$ cat src/rtl/sb_pkg.sv
// Shared definitions for the scoreboard issue interlock.
// Assumes the register count is a power of two.
package sb_pkg;
    typedef enum logic {
        UNIT_ADD = 1'b0,
        UNIT_MUL = 1'b1
    } unit_e;
endpackage

$ cat src/rtl/sb_exec_timer.sv
// Latency model of one execution unit. A start pulse with its destination
// register travels through LAT stages and appears on done/done_reg LAT
// cycles after the start cycle. Assumes at most one start per cycle.
module sb_exec_timer #(
    parameter int LAT = 1,
    parameter int AW  = 5
) (
    input  logic          clk,
    input  logic          rst_n,
    input  logic          start,
    input  logic [AW-1:0] start_reg,
    output logic          done,
    output logic [AW-1:0] done_reg
);
    logic          stg_v [LAT];
    logic [AW-1:0] stg_r [LAT];

    // Shift the in-flight records one stage per cycle.
    always_ff @(posedge clk) begin
        if (!rst_n) begin
            for (int i = 0; i < LAT; i++) begin
                stg_v[i] <= 1'b0;
                stg_r[i] <= '0;
            end
        end else begin
            stg_v[0] <= start;
            stg_r[0] <= start_reg;
            for (int i = 1; i < LAT; i++) begin
                stg_v[i] <= stg_v[i-1];
                stg_r[i] <= stg_r[i-1];
            end
        end
    end

    assign done     = stg_v[LAT-1];
    assign done_reg = stg_r[LAT-1];
endmodule

$ cat src/rtl/sb_busy_table.sv
// Busy-flag table. One flag per register: it is set when a writer issues
// and cleared when that writer completes. A set takes priority over a
// clear of the same register in one cycle. busy_eff is the view with this
// cycle's clears already applied, which the hazard check uses. Register 0
// is never flagged.
module sb_busy_table #(
    parameter int NREG = 32,
    parameter int AW   = 5
) (
    input  logic            clk,
    input  logic            rst_n,
    input  logic            set_en,
    input  logic [AW-1:0]   set_reg,
    input  logic            clr0_en,
    input  logic [AW-1:0]   clr0_reg,
    input  logic            clr1_en,
    input  logic [AW-1:0]   clr1_reg,
    output logic [NREG-1:0] busy_q,
    output logic [NREG-1:0] busy_eff
);
    logic [NREG-1:0] clr_mask;
    logic [NREG-1:0] set_mask;

    // Decode the set and clear targets per register.
    for (genvar g = 0; g < NREG; g++) begin : g_dec
        assign clr_mask[g] = (clr0_en && (clr0_reg == AW'(g))) ||
                             (clr1_en && (clr1_reg == AW'(g)));
        assign set_mask[g] = set_en && (set_reg == AW'(g)) && (g != 0);
    end

    assign busy_eff = busy_q & ~clr_mask;

    // Apply the clears first, then the sets, so a new writer wins.
    always_ff @(posedge clk) begin
        if (!rst_n) busy_q <= '0;
        else        busy_q <= busy_eff | set_mask;
    end


    assert property (@(posedge clk) disable iff (!rst_n) !busy_q[0])
        else $error("reg0_never_busy_chk");


    reg0_never_busy_chk: assert property (@(posedge clk) disable iff (!rst_n)
        !busy_q[0]);


    clr0_targets_busy_chk: assert property (@(posedge clk) disable iff (!rst_n)
        (clr0_en && clr0_reg != '0) |-> busy_q[clr0_reg]);


    clr1_targets_busy_chk: assert property (@(posedge clk) disable iff (!rst_n)
        (clr1_en && clr1_reg != '0) |-> busy_q[clr1_reg]);


    dual_clr_distinct_chk: assert property (@(posedge clk) disable iff (!rst_n)
        (clr0_en && clr1_en && clr0_reg != '0) |-> (clr0_reg != clr1_reg));


    set_wins_chk: assert property (@(posedge clk) disable iff (!rst_n)
        (set_en && set_reg != '0) |=> busy_q[$past(set_reg)]);
endmodule

$ cat src/rtl/sb_hazard_check.sv
// Combinational hazard detection for the presented instruction. It flags a
// read-after-write conflict on either nonzero source and a write-after-write
// conflict on a nonzero destination, using the busy view with this cycle's
// clears applied.
module sb_hazard_check #(
    parameter int NREG = 32,
    parameter int AW   = 5
) (
    input  logic            valid,
    input  logic [NREG-1:0] busy_eff,
    input  logic [AW-1:0]   src_a,
    input  logic [AW-1:0]   src_b,
    input  logic [AW-1:0]   dst,
    output logic            raw_hit,
    output logic            waw_hit
);
    logic a_hit, b_hit;

    // Look up each named register in the busy view.
    always_comb begin
        a_hit   = (src_a != '0) && busy_eff[src_a];
        b_hit   = (src_b != '0) && busy_eff[src_b];
        raw_hit = valid && (a_hit || b_hit);
        waw_hit = valid && (dst != '0) && busy_eff[dst];
    end
endmodule

$ cat src/rtl/sb_issue_ctl.sv
// Top level of the scoreboard issue interlock. It accepts one decoded
// instruction per cycle and issues it when no source or destination
// register is owned by an in-flight writer; otherwise it stalls. It models
// an adder unit of ADD_LAT cycles and a multiplier of MUL_LAT cycles and
// reports their completions. Assumes the front end holds a stalled
// instruction until it issues.
module sb_issue_ctl #(
    parameter int NREG    = 32,
    parameter int ADD_LAT = 1,
    parameter int MUL_LAT = 2,
    localparam int AW     = $clog2(NREG)
) (
    input  logic          clk,
    input  logic          rst_n,
    input  logic          in_valid,
    input  logic          in_unit,
    input  logic [AW-1:0] in_dst,
    input  logic [AW-1:0] in_src_a,
    input  logic [AW-1:0] in_src_b,
    output logic          stall,
    output logic          issue_valid,
    output logic          add_done,
    output logic [AW-1:0] add_done_reg,
    output logic          mul_done,
    output logic [AW-1:0] mul_done_reg
);
    import sb_pkg::*;

    unit_e           unit;
    logic [NREG-1:0] busy_q, busy_eff;
    logic            raw_hit, waw_hit;
    logic            add_start, mul_start;

    // Decode the unit select and form the issue decision.
    always_comb begin
        unit        = unit_e'(in_unit);
        stall       = raw_hit || waw_hit;
        issue_valid = in_valid && !stall;
        add_start   = issue_valid && (unit == UNIT_ADD);
        mul_start   = issue_valid && (unit == UNIT_MUL);
    end

    sb_hazard_check #(.NREG(NREG), .AW(AW)) u_haz (
        .valid    (in_valid),
        .busy_eff (busy_eff),
        .src_a    (in_src_a),
        .src_b    (in_src_b),
        .dst      (in_dst),
        .raw_hit  (raw_hit),
        .waw_hit  (waw_hit)
    );

    sb_busy_table #(.NREG(NREG), .AW(AW)) u_tbl (
        .clk      (clk),
        .rst_n    (rst_n),
        .set_en   (issue_valid),
        .set_reg  (in_dst),
        .clr0_en  (add_done),
        .clr0_reg (add_done_reg),
        .clr1_en  (mul_done),
        .clr1_reg (mul_done_reg),
        .busy_q   (busy_q),
        .busy_eff (busy_eff)
    );

    sb_exec_timer #(.LAT(ADD_LAT), .AW(AW)) u_add (
        .clk       (clk),
        .rst_n     (rst_n),
        .start     (add_start),
        .start_reg (in_dst),
        .done      (add_done),
        .done_reg  (add_done_reg)
    );

    sb_exec_timer #(.LAT(MUL_LAT), .AW(AW)) u_mul (
        .clk       (clk),
        .rst_n     (rst_n),
        .start     (mul_start),
        .start_reg (in_dst),
        .done      (mul_done),
        .done_reg  (mul_done_reg)
    );


    issue_needs_valid_chk: assert property (@(posedge clk) disable iff (!rst_n)
        (issue_valid || stall) |-> in_valid);


    src_a_free_chk: assert property (@(posedge clk) disable iff (!rst_n)
        (issue_valid && in_src_a != '0) |->
        (!busy_q[in_src_a] || (add_done && add_done_reg == in_src_a) ||
         (mul_done && mul_done_reg == in_src_a)));


    dst_free_chk: assert property (@(posedge clk) disable iff (!rst_n)
        (issue_valid && in_dst != '0) |->
        (!busy_q[in_dst] || (add_done && add_done_reg == in_dst) ||
         (mul_done && mul_done_reg == in_dst)));


    if (ADD_LAT == 1) begin : g_add_chk
        add_latency_chk: assert property (@(posedge clk) disable iff (!rst_n)
            add_start |=> (add_done && add_done_reg == $past(in_dst)));
    end


    if (MUL_LAT == 2) begin : g_mul_chk
        mul_latency_chk: assert property (@(posedge clk) disable iff (!rst_n)
            mul_start |=> ##1 mul_done);
    end
endmodule

$ cat config.mk
export PLATFORM = sky130hd
export DESIGN_NAME = sb_issue_ctl
export DESIGN_NICKNAME = d
export VERILOG_FILES = /design/src/rtl/sb_pkg.sv /design/src/rtl/sb_exec_timer.sv /design/src/rtl/sb_busy_table.sv /design/src/rtl/sb_hazard_check.sv /design/src/rtl/sb_issue_ctl.sv
export SDC_FILE = /design/constraint.sdc
export NUM_CORES = 1
export LEC_CHECK = 0
export BUFFER_PORTS_ARGS = -buffer_cell sky130_fd_sc_hd__buf_2
export CELL_PAD_IN_SITES_DETAIL_PLACEMENT = 1
export CELL_PAD_IN_SITES_GLOBAL_PLACEMENT = 1
export CORE_MARGIN = 2
export CORE_UTILIZATION = 40
export CTS_BUF_LIST = sky130_fd_sc_hd__clkbuf_4 sky130_fd_sc_hd__clkbuf_8
export CTS_CLUSTER_DIAMETER = 200
export DETAILED_ROUTE_END_ITERATION = 10
export PLACE_DENSITY = 0.74
export SLEW_MARGIN = 10
export SYNTH_ARGS = -nofsm -noshare
export SYNTH_HDL_FRONTEND = slang
export SYNTH_HIERARCHICAL = 1
export SYNTH_SLANG_ARGS = --single-unit
$ cat constraint.sdc
create_clock -name clk -period 3.95 [get_ports clk]
set_input_delay 0.1975 -clock clk [delete_from_list [all_inputs] [get_ports clk]]
set_output_delay 0.1975 -clock clk [all_outputs]
set_load 0.02 [all_outputs]
==> impl_metrics.env, run 1 <==
export IMPL_area_delta_synth_final_pct=16.6
export IMPL_final_core_util_pct=48.6
export IMPL_die_h_um=91.4
export IMPL_syn_num_nets=312
export IMPL_cts_tree="yes"
export IMPL_crit_path_max_fanout=8
export IMPL_hold_violations=0
export IMPL_leakage_nw=1.26
export IMPL_met2_usage_pct=36.2
export IMPL_drc=0
export IMPL_num_io_pins=33
export IMPL_synth_area_leaders="dfxtp_1 33%, mux4_2 15%, o22ai_1 4.7%"
export IMPL_die_w_um=91.4
export IMPL_grt_use_total_pct=23.7
export IMPL_p_clk_share_pct=36.0
export IMPL_peakVddDrop_mv=0.192
export IMPL_reg2reg_from="u_mul/stg_r[0][6]"
export IMPL_antenna_left=0
export IMPL_holdPathStages=3
export IMPL_min_from="in_unit"
export IMPL_maxSlewViolCount=0
export IMPL_first_global_vias=2647
export IMPL_drt_iter0_drc=270
export IMPL_hold_buffers=0
export IMPL_r2r_cells=14
export IMPL_area_sequential_sq_um=1010
export IMPL_rows=31
export IMPL_worstPathArrival_ns=3.69
export IMPL_syn_area_sq_um=3050
export IMPL_comb_power_share_pct=15.2
export IMPL_antennaDiodeCount=0
export IMPL_start_kind="flop"
export IMPL_core_sq_um=7330
export IMPL_yosysUniqueCellTypes=40
export IMPL_nets=339
export IMPL_fin_worst_skew_ns=0.0193
export IMPL_synth_top_cell_by_area="dfxtp_1"
export IMPL_setup_tns_ns=0
export IMPL_fillCellCount=839
export IMPL_whs_endpoint="u_add/stg_v[0]"
export IMPL_ys_ff_latch=50
export IMPL_clkTransAtPathRegs_ns=0.10
export IMPL_cts_root_buf="clkbuf_8"
export IMPL_seq_area_frac_synth_pct=32.8
export IMPL_drt_pass1_iter_count=5
export IMPL_clock_sinks=50
export IMPL_finalCritPeriodShare_pct=98.3
export IMPL_synth_top_cell_area_share_pct=32.8
export IMPL_fin_area_sq_um=3560
export IMPL_synth_main_ff_cell="dfxtp_1"
export IMPL_setup_viol=0
export IMPL_syn_area_per_cell_sq_um=10.4
export IMPL_p_per_area_nw_per_um2=302
export IMPL_min_path_type="input pin to flop"
export IMPL_r2r_end="u_tbl/busy_q[27]"
export IMPL_routed_wl_mm=10.1
export IMPL_regToRegSetupSlack_ns=0.13
export IMPL_via_count=2815
export IMPL_gp_congestion=0.871
export IMPL_endpoint_kind="output pin"
export IMPL_multi_input_area_sq_um=1970
export IMPL_p_int_w=0.000789
export IMPL_crit_required_ns=3.75
export IMPL_path_class="flop to output pin"
export IMPL_fin_crit_ns=3.88
export IMPL_fin_ws_ns=0.0666
export IMPL_dp_slack_ns=0.0691
export IMPL_antenna_found_initial=0
export IMPL_port_buffer_count=32
export IMPL_gr_max_usage_layer="met2"
export IMPL_cts_path_max_buffers=2
export IMPL_hpwl_mm=7.21
export IMPL_netlist_instances=293
export IMPL_outcome="complete, no violations"
export IMPL_slew_headroom_pct=60.9
export IMPL_via_per_inst=6.70
export IMPL_grt_util_met1_pct=33.1
export IMPL_htree_levels=2
export IMPL_ys_async_sr_fraction_pct=0
export IMPL_netSwitchingFraction_pct=26.7
export IMPL_avgRoutedWirePerCell_um=24.1
export IMPL_drv_cap=0
export IMPL_switchingPower_w=0.000288
export IMPL_grt_pass1_wl_mm=15.1
export IMPL_synth_edf_count=0
export IMPL_grt_util_met3_pct=4.56
export IMPL_final_layout_size_suffix_gt1_share_pct=36.8
export IMPL_die_area_sq_um=8350
export IMPL_yosys_warnings=6
export IMPL_max_slew_worst_pin_slew_ns=0.587
export IMPL_max_freq_mhz=258
export IMPL_grt_max_degree=36
export IMPL_initial_core_util_pct=41.7
export IMPL_clk_latency_ns=0.32
export IMPL_overflow=0
export IMPL_placed_area_sq_um=3270
export IMPL_hold_slack_ns=0.217
export IMPL_seqPwrFrac_pct=48.8
export IMPL_numCtsBuffers=5
## sequential cells by signal, indices dropped and copies added (netlist names)
signal,count
u_add/stg_v,1
u_add/stg_r,5
u_tbl/busy_q,32
u_mul/stg_r,10
u_mul/stg_v,2
## power groups by stage
| stage | Combinational, W | Clock [W] | Sequential, W |
|---|---|---|---|
| 2_1_floorplan | 0.0000967 | 0 | 0.000538 |
| 3_3_place_gp | 0.000149 | 0 | 0.000536 |
| 3_5_place_dp | 0.000151 | 0 | 0.000537 |
| 4_1_cts | 0.000153 | 0.000396 | 0.000525 |
| 5_1_grt | 0.000173 | 0.000418 | 0.000527 |
| 6_report | 0.000163 | 0.000388 | 0.000525 |
## metrics by stage
step           power (W)  std cells
3_5_place_dp    0.000688        405
2_1_floorplan   0.000635        293
6_report         0.00108        420
3_3_place_gp    0.000685        405
4_1_cts          0.00107        414
5_1_grt          0.00112        420
## routing by layer
metal	wire, um	up-vias
li1	-	1215
met1	4340	1412
met2	4640	159
met3	783	29
met4	336	0
met5	0	-
## placed cells by master, fill, tap and decap left out, types with 4 or more instances in the layout
master     count
mux4_1         4
o221a_4        4
clkbuf_8       6
and2_1        11
dfxtp_1       44
o2bb2ai_1     12
inv_1         21
nand3_1        5
buf_4         14
buf_2         30
o221a_2        6
mux4_2        22
nor2_1        16
and2_2         8
o22ai_1       20
o32ai_1       15
nand2_1        8
dfxtp_2        4
nand2b_1       8
nand4b_1       6
## worst max-delay path: stages, from the launching register on
cell and delay [ns]:
dfxtp_1 0.32, buf_4 0.16, nand4b_1 0.31, buf_4 0.23, buf_4 0.12, o221ai_1 0.20
inv_1 0.14, mux4_2 0.48, o22ai_1 0.25, nor4_1 0.09, or4_4 0.55, buf_4 0.16
or2_1 0.20, buf_4 0.15
## cell families after synthesis
family | synth area share, %
compound gates | 19.0
flops | 32.8
mux | 20.4
simple gates | 21.1
buf+inv | 6.76
## Yosys cell counts (6+ instances only)
master and n:
o32ai_1 15, clkbuf_1 17, nand2_1 9, dfxtp_1 50
o2bb2ai_1 12, and2_2 8, nand2b_1 9, nand4b_1 6
o221a_2 10, o22ai_1 23, mux4_2 21, nor2_1 16
inv_1 21, nand4bb_1 6, and2_1 11
## final cells by class
class / instances / share of cell area [%]
timing repair buffer: 44 / 7.17
inverter: 22 / 2.32
multi-input combinational: 197 / 55.2
tap: 99 / 3.48
sequential: 50 / 28.5
clock buffer: 6 / 2.32
clock inverter: 2 / 1.09
## timing repair
action	4_1_cts	5_1_grt
setup endpoints to repair	2	33
gates resized for setup	7	19
setup buffers	1	6
pin swaps	0	4
## worst max-delay path by stage
stage                            from                to
floorplan           u_add/stg_r[0][3]  u_tbl/busy_q[11]
CTS                 u_mul/stg_r[0][8]             stall
finish              u_mul/stg_r[0][6]             stall
global placement    u_add/stg_r[0][1]  u_tbl/busy_q[11]
global route        u_mul/stg_r[0][6]             stall
detailed placement  u_add/stg_r[0][0]  u_tbl/busy_q[27]
Note: power is estimated with default switching activity, not from simulation.
==> inputs of run 2 (changes only) <==
--- a/config.mk
+++ b/config.mk
@@ -6,14 +6,12 @@
 export NUM_CORES = 1
 export LEC_CHECK = 0
 export BUFFER_PORTS_ARGS = -buffer_cell sky130_fd_sc_hd__buf_2
-export CELL_PAD_IN_SITES_DETAIL_PLACEMENT = 1
-export CELL_PAD_IN_SITES_GLOBAL_PLACEMENT = 1
-export CORE_MARGIN = 2
+export CORE_MARGIN = 10
 export CORE_UTILIZATION = 40
 export CTS_BUF_LIST = sky130_fd_sc_hd__clkbuf_4 sky130_fd_sc_hd__clkbuf_8
 export CTS_CLUSTER_DIAMETER = 200
 export DETAILED_ROUTE_END_ITERATION = 10
-export PLACE_DENSITY = 0.74
+export PLACE_DENSITY = 0.61
 export SLEW_MARGIN = 10
 export SYNTH_ARGS = -nofsm -noshare
 export SYNTH_HDL_FRONTEND = slang
==> impl_metrics.env, run 2 (same netlist as run 1, synthesis figures left out) <==
export IMPL_area_delta_synth_final_pct=19.3
export IMPL_largest_register_ffs=32
export IMPL_clkTransAtPathRegs_ns=0.10
export IMPL_setup_viol=0
export IMPL_power_w=0.00100
export IMPL_grt_use_total_pct=16.2
export IMPL_cp_num_buf_inv=3
export IMPL_rows=31
export IMPL_fin_worst_skew_ns=0.0115
export IMPL_nets=343
export IMPL_p_per_area_nw_per_um2=276
export IMPL_final_layout_size_suffix_gt1_share_pct=40.9
export IMPL_numCtsBuffers=5
export IMPL_final_common_cell="dfxtp_1"
export IMPL_path_class="flop to output pin"
export IMPL_reg_top3="u_tbl/busy_q (32), u_mul/stg_r (10), u_add/stg_r (5)"
export IMPL_crit_required_ns=3.75
export IMPL_mostFrequentLayoutCells="44 x dfxtp_1, 31 x buf_2, 24 x mux4_2, 21 x inv_1"
export IMPL_port_buffer_count=32
export IMPL_clock_sinks=50
export IMPL_crit_top_cell="buf_4"
export IMPL_gp_congestion=0.871
export IMPL_first_global_vias=2589
export IMPL_initial_core_util_pct=41.7
export IMPL_via_count=2746
export IMPL_slew_headroom_pct=61.9
export IMPL_drc=0
export IMPL_maxSlewViolCount=0
export IMPL_hold_violations=0
export IMPL_die_area_sq_um=11500
export IMPL_setup_tns_ns=0
export IMPL_leakage_nw=1.26
export IMPL_drt_pass1_iter_count=5
export IMPL_largest_register="u_tbl/busy_q"
export IMPL_max_slew_worst_pin_slew_ns=0.571
export IMPL_dp_slack_ns=0.0821
export IMPL_antennaDiodeCount=0
export IMPL_max_freq_mhz=258
export IMPL_endpoint_kind="output pin"
export IMPL_clk_latency_ns=0.32
export IMPL_fin_crit_ns=3.88
export IMPL_min_path_type="input pin to flop"
export IMPL_crit_path_max_fanout=8
export IMPL_cts_tree="yes"
export IMPL_hold_slack_ns=0.186
export IMPL_antenna_found_initial=0
export IMPL_cp_cell_sequence="buf_4 -> nand4b_1 -> o221a_4 -> mux4_2 -> mux4_2 -> and3_1 -> or4_4 -> buf_4 -> or2_1 -> buf_4"
export IMPL_overflow=0
export IMPL_worstPathArrival_ns=3.68
export IMPL_hold_buffers=0
export IMPL_core_sq_um=7330
export IMPL_cts_path_max_buffers=2
export IMPL_avgRoutedWirePerCell_um=22.8
export IMPL_grt_pass1_wl_mm=14.7
export IMPL_die_w_um=107
export IMPL_routed_wl_mm=9.67
export IMPL_cpMaxStageDelayCell="or4_4"
export IMPL_drt_iter0_drc=332
export IMPL_finalCritPeriodShare_pct=98.1
export IMPL_start_kind="flop"
export IMPL_worst_path_largest_cell_delay_ns=0.50
export IMPL_fin_ws_ns=0.0749
export IMPL_fillCellCount=662
export IMPL_drv_cap=0
export IMPL_die_h_um=107
export IMPL_hpwl_mm=6.94
export IMPL_outcome="complete, no violations"
export IMPL_htree_levels=2
export IMPL_final_core_util_pct=49.7
export IMPL_grt_max_degree=36
export IMPL_antenna_left=0
export IMPL_num_io_pins=33
export IMPL_peakVddDrop_mv=0.155
export IMPL_cts_root_buf="clkbuf_8"
export IMPL_path_delay_family="simple AND/OR/NAND/NOR gates"
export IMPL_via_per_inst=6.48
## run 2: cell count changes in the layout (fill, tap and decap cells not counted), moves of 3 or more
cell / delta
o22ai_1: -3
dfxtp_2: -3
dfxtp_4: +3
o22ai_2: +3
nand4bb_4: +3
buf_4: +3
## run 2: worst paths after layout
check,depth (start not counted),endpoint,startpoint,slack [ns]
worst max-delay path,10,stall,u_mul/stg_r[0][6],0.07
worst min-delay path,3,u_add/stg_v[0],in_unit,0.19
worst max register to register,11,u_tbl/busy_q[30],u_mul/stg_r[0][6],0.18
worst min register to register,1,u_mul/stg_r[0][7],u_mul/stg_r[0][2],0.44
## run 2: stage by stage
step | instances | area [sq um]
global placement | 406 | 3280
floorplan | 293 | 3080
CTS | 414 | 3380
global route | 424 | 3640
detailed placement | 406 | 3280
finish | 424 | 3640
## run 2: layer usage
metal  share of wire, %  track usage, %  vias up
li1                   -               -     1226
met4                1.6            4.96        0
met2                 46            25.1      144
met3                7.6            3.29       13
met1                 45            22.0     1363
met5                  0               0        -
## run 2: final cells by class
class                   instances  area [sq um]  share of cell area [%]
clock buffers                   5          68.8                    1.89
multi-input cells             197          2040                    56.0
clock inverters                 3          23.8                   0.653
repair buffers                 48           283                    7.76
flip-flops and latches         50          1020                    28.0
well taps                      99           124                    3.40
inverters                      22          82.6                    2.27
## run 2: timing repair
action,4_1_cts,5_1_grt
buffers inserted,0,10
resized for setup,3,41
setup endpoints to repair,2,30
endpoints found under the hold margin,0,0
pin swaps,0,10
## run 2: worst register-to-register path, stage by stage, from the launching register on
cell	delay [ns]
dfxtp_1	0.32
buf_4	0.16
nand4b_1	0.33
o221a_4	0.40
mux4_2	0.47
mux4_2	0.48
and3_1	0.20
or4_4	0.50
nor3b_4	0.27
buf_4	0.18
nand4_1	0.20
o32ai_1	0.17
## run 2: power by group
| part | switching (W) | internal, W | leakage [nW] |
|---|---|---|---|
| registers | 0.00000952 | 0.000514 | 0.411 |
| clock network | 0.000187 | 0.000127 | 0.0408 |
| logic | 0.0000979 | 0.0000678 | 0.804 |
